[config.mk]
export PLATFORM = sky130hd
export DESIGN_NAME = llsc_monitor
export DESIGN_NICKNAME = d
export VERILOG_FILES = /design/src/rtl/llsc_pkg.sv /design/src/rtl/llsc_rr_arbiter.sv /design/src/rtl/llsc_resv_table.sv /design/src/rtl/llsc_shared_mem.sv /design/src/rtl/llsc_monitor.sv
export SDC_FILE = /design/constraint.sdc
export NUM_CORES = 1
export LEC_CHECK = 0
export BUFFER_PORTS_ARGS = -buffer_cell sky130_fd_sc_hd__buf_2
export CORE_ASPECT_RATIO = 0.9
export CORE_MARGIN = 2
export CORE_UTILIZATION = 55
export CTS_CLUSTER_SIZE = 16
export DETAILED_ROUTE_END_ITERATION = 16
export HOLD_SLACK_MARGIN = 0.08
export PLACE_DENSITY = 0.74
export SETUP_SLACK_MARGIN = 0.02
export SLEW_MARGIN = 20
export SYNTH_ARGS = -nofsm -noshare
export SYNTH_HDL_FRONTEND = slang
export SYNTH_SLANG_ARGS = --single-unit
[constraint.sdc]
create_clock -name clk -period 16.55 [get_ports clk]
set_clock_uncertainty 0.05 [all_clocks]
set_input_delay 1.655 -clock clk [delete_from_list [all_inputs] [get_ports clk]]
set_output_delay 1.655 -clock clk [all_outputs]
set_load 0.05 [all_outputs]
[src/rtl/llsc_pkg.sv]
package llsc_pkg;

  typedef enum logic [1:0] {
    OP_LOAD  = 2'd0,
    OP_STORE = 2'd1,
    OP_LL    = 2'd2,
    OP_SC    = 2'd3
  } op_e;

  // Round-robin pick: first requester at or after 'start', wrapping; -1 if none.
  function automatic int rr_pick(input int n, input int start, input logic [31:0] req);
    int pick;
    pick = -1;
    for (int k = 31; k >= 0; k--) begin
      if (k < n) begin
        int idx;
        idx = start + k;
        if (idx >= n) idx = idx - n;
        if (req[idx]) pick = idx;
      end
    end
    return pick;
  endfunction

  // A reservation matches when it is live and on the same word.
  function automatic logic resv_match(input logic live, input logic [31:0] held,
                                      input logic [31:0] addr);
    return live && (held == addr);
  endfunction

endpackage

[src/rtl/llsc_rr_arbiter.sv]
module llsc_rr_arbiter #(
  parameter int NPROC = 4,
  localparam int IW = (NPROC > 1) ? $clog2(NPROC) : 1
) (
  input  logic             clk,
  input  logic             rst_n,
  input  logic [NPROC-1:0] req,
  output logic [NPROC-1:0] grant,
  output logic [IW-1:0]    win_idx,
  output logic             fire
);
  import llsc_pkg::*;

  logic [IW-1:0] ptr_q;
  int            pick;

  always_comb begin
    logic [31:0] req_ext;
    req_ext = '0;
    req_ext[NPROC-1:0] = req;
    pick    = rr_pick(NPROC, int'(ptr_q), req_ext);
    fire    = rst_n && (pick >= 0);
    win_idx = (pick >= 0) ? IW'(pick) : '0;
    grant   = '0;
    if (fire) grant[win_idx] = 1'b1;
  end

  always_ff @(posedge clk) begin
    if (!rst_n) begin
      ptr_q <= '0;
    end else if (fire) begin
      ptr_q <= (int'(win_idx) == NPROC - 1) ? '0 : win_idx + 1'b1;
    end
  end

endmodule

[src/rtl/llsc_resv_table.sv]
module llsc_resv_table #(
  parameter int NPROC = 4,
  parameter int AW    = 4,
  localparam int IW = (NPROC > 1) ? $clog2(NPROC) : 1
) (
  input  logic             clk,
  input  logic             rst_n,
  input  logic             fire,
  input  llsc_pkg::op_e    op,
  input  logic [IW-1:0]    who,
  input  logic [AW-1:0]    addr,
  output logic             sc_pass,
  output logic             wr_commit,
  output logic [NPROC-1:0] resv_valid
);
  import llsc_pkg::*;

  logic [AW-1:0] held_q [NPROC];
  logic          own_hit;

  always_comb begin
    own_hit   = resv_match(resv_valid[who], 32'(held_q[who]), 32'(addr));
    sc_pass   = fire && (op == OP_SC) && own_hit;
    wr_commit = (fire && (op == OP_STORE)) || sc_pass;
  end

  for (genvar q = 0; q < NPROC; q++) begin : g_slot
    logic is_me;
    assign is_me = (int'(who) == q);

    always_ff @(posedge clk) begin
      if (!rst_n) begin
        resv_valid[q] <= 1'b0;
        held_q[q]     <= '0;
      end else if (fire && (op == OP_LL) && is_me) begin
        resv_valid[q] <= 1'b1;
        held_q[q]     <= addr;
      end else if (wr_commit && resv_match(resv_valid[q], 32'(held_q[q]), 32'(addr))
                   && (!is_me || op == OP_SC)) begin
        resv_valid[q] <= 1'b0;
      end
    end
  end

endmodule

[src/rtl/llsc_shared_mem.sv]
module llsc_shared_mem #(
  parameter int AW = 4,
  parameter int DW = 16,
  localparam int DEPTH = 1 << AW
) (
  input  logic          clk,
  input  logic          rst_n,
  input  logic          rd_en,
  input  logic          wr_en,
  input  logic [AW-1:0] addr,
  input  logic [DW-1:0] wdata,
  output logic [DW-1:0] rdata
);
  logic [DW-1:0] words [DEPTH];

  always_ff @(posedge clk) begin
    if (!rst_n) begin
      rdata <= '0;
      for (int i = 0; i < DEPTH; i++) words[i] <= '0;
    end else begin
      if (rd_en) rdata <= words[addr];
      if (wr_en) words[addr] <= wdata;
    end
  end

endmodule

[src/rtl/llsc_monitor.sv]
module llsc_monitor #(
  parameter int NPROC = 4,
  parameter int AW    = 4,
  parameter int DW    = 16
) (
  input  logic               clk,
  input  logic               rst_n,
  input  logic [NPROC-1:0]   req_valid,
  input  logic [2*NPROC-1:0] req_op,
  input  logic [AW*NPROC-1:0] req_addr,
  input  logic [DW*NPROC-1:0] req_wdata,
  output logic [NPROC-1:0]   req_grant,
  output logic [NPROC-1:0]   rsp_valid,
  output logic [DW-1:0]      rsp_data,
  output logic               rsp_ok
);
  import llsc_pkg::*;
  localparam int IW = (NPROC > 1) ? $clog2(NPROC) : 1;

  // Named internal events for the checker
  logic [IW-1:0]    win_idx;
  logic             acc_fire;
  logic             acc_we;
  logic             sc_try;
  logic             ll_try;
  logic             sc_pass;
  logic [NPROC-1:0] resv_valid;
  op_e              win_op;
  logic [AW-1:0]    win_addr;
  logic [DW-1:0]    win_wdata;

  llsc_rr_arbiter #(.NPROC(NPROC)) u_arb (
    .clk(clk), .rst_n(rst_n), .req(req_valid),
    .grant(req_grant), .win_idx(win_idx), .fire(acc_fire)
  );

  always_comb begin
    win_op    = op_e'(req_op[win_idx*2 +: 2]);
    win_addr  = req_addr[win_idx*AW +: AW];
    win_wdata = req_wdata[win_idx*DW +: DW];
    sc_try    = acc_fire && (win_op == OP_SC);
    ll_try    = acc_fire && (win_op == OP_LL);
  end

  llsc_resv_table #(.NPROC(NPROC), .AW(AW)) u_resv (
    .clk(clk), .rst_n(rst_n), .fire(acc_fire), .op(win_op), .who(win_idx),
    .addr(win_addr), .sc_pass(sc_pass), .wr_commit(acc_we), .resv_valid(resv_valid)
  );

  llsc_shared_mem #(.AW(AW), .DW(DW)) u_mem (
    .clk(clk), .rst_n(rst_n), .rd_en(acc_fire), .wr_en(acc_we),
    .addr(win_addr), .wdata(win_wdata), .rdata(rsp_data)
  );

  always_ff @(posedge clk) begin
    if (!rst_n) begin
      rsp_valid <= '0;
      rsp_ok    <= 1'b0;
    end else begin
      rsp_valid <= req_grant;
      rsp_ok    <= sc_pass;
    end
  end

endmodule

==> Yosys cells after proc, flatten, opt, wreduce, memory -nomap -nowiden <==
Memories as Yosys holds them, arrays and structs flattened. A register that Yosys moved wholly into a read port is not among the register bits.
Index checks and enable logic that the tools add are counted.
{ "op_classes": {"n_bitwise": 4, "addsub": 8, "n_shift": 3, "magnitude_cmp": 11, "reduce_logical": 39, "n_mux": 58, "eq_ne": 11} }
{ "ops": {"columns": ["op", "n"], "rows": [
  ["2-to-1 mux 32 bit", 8],
  ["less-than comparator 32 x 7 -> 1 bit, second input constant", 4],
  [">= comparator 32 x 4 -> 1 bit, second input constant", 3],
  ["subtractor 32 x 4 -> 32 bit, second input constant", 3],
  ["variable part select 64 x 7 -> 16 bit", 1],
  ["2-to-1 mux 1 bit", 35],
  [">= comparator 32 x 1 -> 1 bit, second input constant", 1],
  ["2-to-1 mux 4 bit", 6],
  ["logical AND 1 bit", 23],
  ["binary-select mux 1 bit (select 5 bit)", 4],
  ["== test 4 bit", 5],
  ["2-to-1 mux 16 bit", 1],
  ["OR reduction 16 bit", 1],
  ["variable part select 16 x 5 -> 4 bit", 1],
  ["== test 2 bit, second input constant", 4],
  ["nonzero test 2 bit", 4],
  ["variable part select 8 x 4 -> 2 bit", 1],
  ["adder 2 x 2 -> 3 bit, second input constant", 2],
  ["logical NOT 1 bit", 5],
  ["logical OR 1 bit", 5],
  ["== test 2 x 1 -> 1 bit, second input constant", 2],
  ["2-to-1 mux 2 bit", 2],
  ["bitwise OR 1 bit", 4],
  ["subtractor 2 x 3 -> 4 bit, second input constant", 1],
  ["8 further kinds", 8]
]} }
{ "word_totals": {"input_bits": 94, "wordCells": 143, "mem_count": 2, "out_inout_bits": 25, "mem_bits_rw": 272, "ff_bits": 11} }
{ "memory_table": {"columns": ["memory", "depth", "word_bits", "read_ports", "rd_clocked_by_memory_dff", "write_ports", "line_no", "rtl"], "rows": [
  ["u_mem.words", 16, 16, 1, 1, 16, "llsc_shared_mem.sv:14", "logic [DW-1:0] words [DEPTH];"],
  ["u_resv.held_q", 4, 4, 5, 0, 4, "llsc_resv_table.sv:18", "logic [AW-1:0] held_q [NPROC];"]
]} }

==> Longest topological paths before layout <==
{ "logic_depth": {"depth_word": 22, "depth_mapped": 20, "ltp_nobuf": 14} }

==> Cells and area by module <==
A second synthesis with hierarchy kept.
{ "hier_totals": {"hier_cells": 1101, "hier_area_um2": 14979.4} }
{ "modules_own_cells": {"columns": ["mod", "area_per_inst_um2", "n_inst", "cells_each"], "rows": [
  ["llsc_shared_mem", 12509.5, 1, 884],
  ["llsc_resv_table", 1288.7, 1, 122],
  ["llsc_monitor", 666.9, 1, 36],
  ["llsc_rr_arbiter", 514.2, 1, 59]
]} }

==> Least setup slack after synthesis <==
Ideal clock, no wire load.
{ "synth_timing": {"path_kind": "input port to output port", "startpoint": "in req_valid[2]", "endpoint": "out req_grant[3]", "n_path_buf": 3, "setup_slack_ns": 10.762, "stages": 9, "arrival_ns": 4.083, "cell_sequence": "mux2i_1 -> or3_1 -> buf_2 -> a311o_4 -> a21oi_2 -> buf_2 -> clkbuf_1 -> ha_1 -> and3_1"} }
{ "synth_between": {"elab_chain_cells": 14} }
{ "synth_rtl": {"columns": ["item", "line_no", "rtl"], "rows": [
  ["from (decl)", "llsc_monitor.sv:8", "input logic [NPROC-1:0] req_valid,"],
  ["binary-select mux 1 bit (select 5 bit)", "llsc_pkg.sv:19", "if (req[idx]) pick = idx;"],
  ["2-to-1 mux 1 bit (implied by the code) (2 in a row)", "llsc_pkg.sv:19", null],
  ["2-to-1 mux 32 bit (3 in a row)", "llsc_pkg.sv:19", null],
  ["2-to-1 mux 32 bit *", "llsc_pkg.sv:19", null],
  [">= comparator 32 x 1 -> 1 bit", "llsc_rr_arbiter.sv:22, llsc_rr_arbiter.sv:23", null],
  ["2-to-1 mux 2 bit", "llsc_rr_arbiter.sv:23", "win_idx = (pick >= 0) ? IW'(pick) : '0;"],
  ["less-than comparator 2 x 3 -> 1 bit (implied by the code) / >= comparator 2 x 1 -> 1 bit (equally long branches)", "llsc_rr_arbiter.sv:25", "if (fire) grant[win_idx] = 1'b1;"],
  ["logical AND 1 bit (implied by the code)", "llsc_rr_arbiter.sv:25", null],
  ["2-to-1 mux 1 bit (implied by the code)", "llsc_rr_arbiter.sv:25", null],
  ["demux 1 bit (select 2 bit)", null, null],
  ["2-to-1 mux 4 bit *", "llsc_rr_arbiter.sv:25", null],
  ["to (decl)", "llsc_monitor.sv:12", "output logic [NPROC-1:0] req_grant,"]
]} }
Mark *: on every way between the ends. The rest lies on a longest branch, timed or not. The select of a mux whose other input is x is not followed.

==> impl_metrics.toml <==
[global_route]
grt_pass1_vias = 12000
grt_pass1_wl_um = 70590
gr-usage-all-layers_pct = 30.22
antenna_found_initial = 0
grt_overflow_total = 0
grt_max_degree = 191

[route]
drcViolationCount = 0
routed_wl_um = 46480
first_iter_violations = 1456
num_vias = 12330
wl_per_cell_um = 23.99
ant_nets = 0
dr.pass1.iters = 5
vias_per_cell = 6.364

[worst_setup_path]
r2r_start = "u_arb.ptr_q[0]"
critPathSlowestCell = "buf_4"
end_kind = "register"
slowest_delay_ns = 0.98
required_ns = 16.73
path_cells = "inv_1 -> ha_1 -> inv_1 -> or3_1 -> and4_1 -> a21oi_4 -> buf_4 -> inv_2 -> o221a_2 -> xnor2_1 -> o2111ai_1 -> o31a_2 -> buf_12 -> buf_4 -> nor3_1"
worstSetupStartpointType = "register"
crit_type = "reg2reg"
arrival_ns = 7.44
path_max_fanout = 190
critPathLaunch = "u_arb.ptr_q[0]"

[logic_synthesis]
ys.flop_type = "edfxtp_1"
synth-seq-cells = 299
synth.cell_area_um2 = 16160
yosys_warnings = 0
async_flop_share_pct = 0
ys_seq_area_share_pct = 53.89
ys_types = 70
syn_nets = 1558
syn-mean-instance-area_um2 = 11.11
synth_edf_count = 272
synthesis.instances = 1455

[clock_tree]
cts.sinks = 299
cts.htree.levels = 2
clockRootBuffer = "clkbuf_16"
clock_latency_ns = 0.53
ctsResizeCount = 0
ctsLongestPathBuffers = 3
cts_buffers = 34
holdBufCountCts = 0
cts_tree = "yes"
clk_pin_slew_ns = 0.06
post_cts_buffers = 0

[floorplan]
num_io_pins = 119
dieArea_um2 = 30770
fp.dieW_um = 184.7
die-height_um = 166.6
coreArea_um2 = 28940
rows = 59
start_util_pct = 55.84

[sta]
maxSlewViolCount = 0
rsz0062_at_grt = "false"
min_period_over_period_pct = 43.87
worstMarginPinSlew_ns = 1.201
fmax_mhz = 137.7
relSlewSlack_pct = 19.93
finalSetupViolCount = 0
fin_crit_ns = 7.260
hold_violations = 0
fin_setup_tns_ns = 0

[layout]
area_growth_pct = 11.22
most-common-layout-cells = "nand2_1 (304), edfxtp_1 (272), nor3_2 (136)"
final_util_pct = 62.11
insertedDiodeCount = 0
fill_cells = 2380
nets = 1619
drive_gt1_share_pct = 24.79
layout_commonest_cell = "nand2_1"

[worst_hold_path]
min-delay-path-class = "reg2reg"
hold_start = "u_mem.rdata[2]"

[place]
dp_hpwl_um = 29530
place.gp.congestion = 0.9334
io_buffer_count = 118

[outcome]
status = "complete, no violations"

[job]
drv_cap = 0
cell usage after synthesis (all sizes together), types with 3 or more instances:
cell type	number	area (um^2)
nand2	310	1169
edfxtp	272	8168
nor3	264	2002
mux2i	100	1008
nand3	87	445.4
buf	76	580.6
clkbuf	49	183.9
nor2	32	163.9
a32oi	29	291.5
dfxtp	27	540.5
a21oi	21	112.6
xnor2	19	166.4
a31oi	18	112.6
o21ai	17	85.08
nand4	13	81.33
o31ai	13	97.59
o211ai	12	103.9
and3	10	62.56
ha	9	112.6
inv	7	26.28
nand2b	6	37.54
o311a	5	50.05
o31a	5	43.79
nor2b	4	25.02
nor4	4	25.02
a221o	3	30.03
mux2	3	37.53
o21a	3	22.52
o22ai	3	18.77
xor2	3	26.28
area by class of cell:
class	count	area, um^2	area share [%]
inverter	7	26.28	0.1462
clock inverter	13	140.1	0.7797
clock buffer	48	923.4	5.138
timing repair buffer	150	862.1	4.797
tap	396	495.5	2.757
multi-input combinational	1024	6817	37.93
sequential	299	8708	48.45
logic make-up after synthesis:
group | count (synthesis) | synth area share, %
muxes | 105 | 6.752
buffers and inverters | 132 | 4.894
adders and majority gates | 9 | 0.6969
AOI/OAI and AO/OA | 150 | 7.387
xor gates and xnor gates | 22 | 1.192
and+or+nand+nor | 738 | 25.19
DFF | 299 | 53.89
through the flow:
step	instance area, um^2	hold slack, ns	instances	setup slack (ns)
4_1_cts	17930	0.4456	1934	9.496
6_report	17970	0.4597	1937	9.290
2_1_floorplan	16160	0.5006	1455	10.76
5_1_grt	17970	0.4793	1937	8.971
3_5_place_dp	16870	0.4208	1873	9.193
3_3_place_gp	16870	0.4269	1873	9.363
state kept, by name (all words and copies together) (netlist names):
signal / cells
rsp_ok: 1
u_resv.held_q: 16
rsp_valid: 4
u_resv.resv_valid: 4
u_arb.ptr_q: 2
u_mem.rdata: 16
u_mem.words: 256
critical path: cells and delay by family, from the launching register on:
family / cells / cell delay, ns
flip-flops: 1 / 0.85
adder cells (fa/ha/maj): 1 / 0.43
buffers and inverters: 6 / 2.72
AO/OA/AOI/OAI: 4 / 1.18
AND/OR/NAND/NOR: 3 / 1.14
XOR/XNOR: 1 / 0.17
metal layers:
layer | GRT usage [%] | up-vias | part of all wire, %
li1 | - | 5542 | -
met2 | 49.07 | 690 | 48
met3 | 4.723 | 134 | 8.9
met5 | 0 | - | 0
met1 | 40.71 | 5961 | 39
met4 | 12.39 | 0 | 4.5
final timing paths:
check	endpoint	slack [ns]	cells past startpoint
setup / recovery	u_mem.words[8][5]	9.29	15
hold / removal	u_mem.rdata[2]	0.46	2
setup reg to reg	u_mem.words[8][5]	9.29	15
hold reg to reg	u_mem.rdata[2]	0.46	2
Power is left out: the tool's default activity adds up to more than one toggle a clock period on the data nets, which glitch-free logic cannot reach.
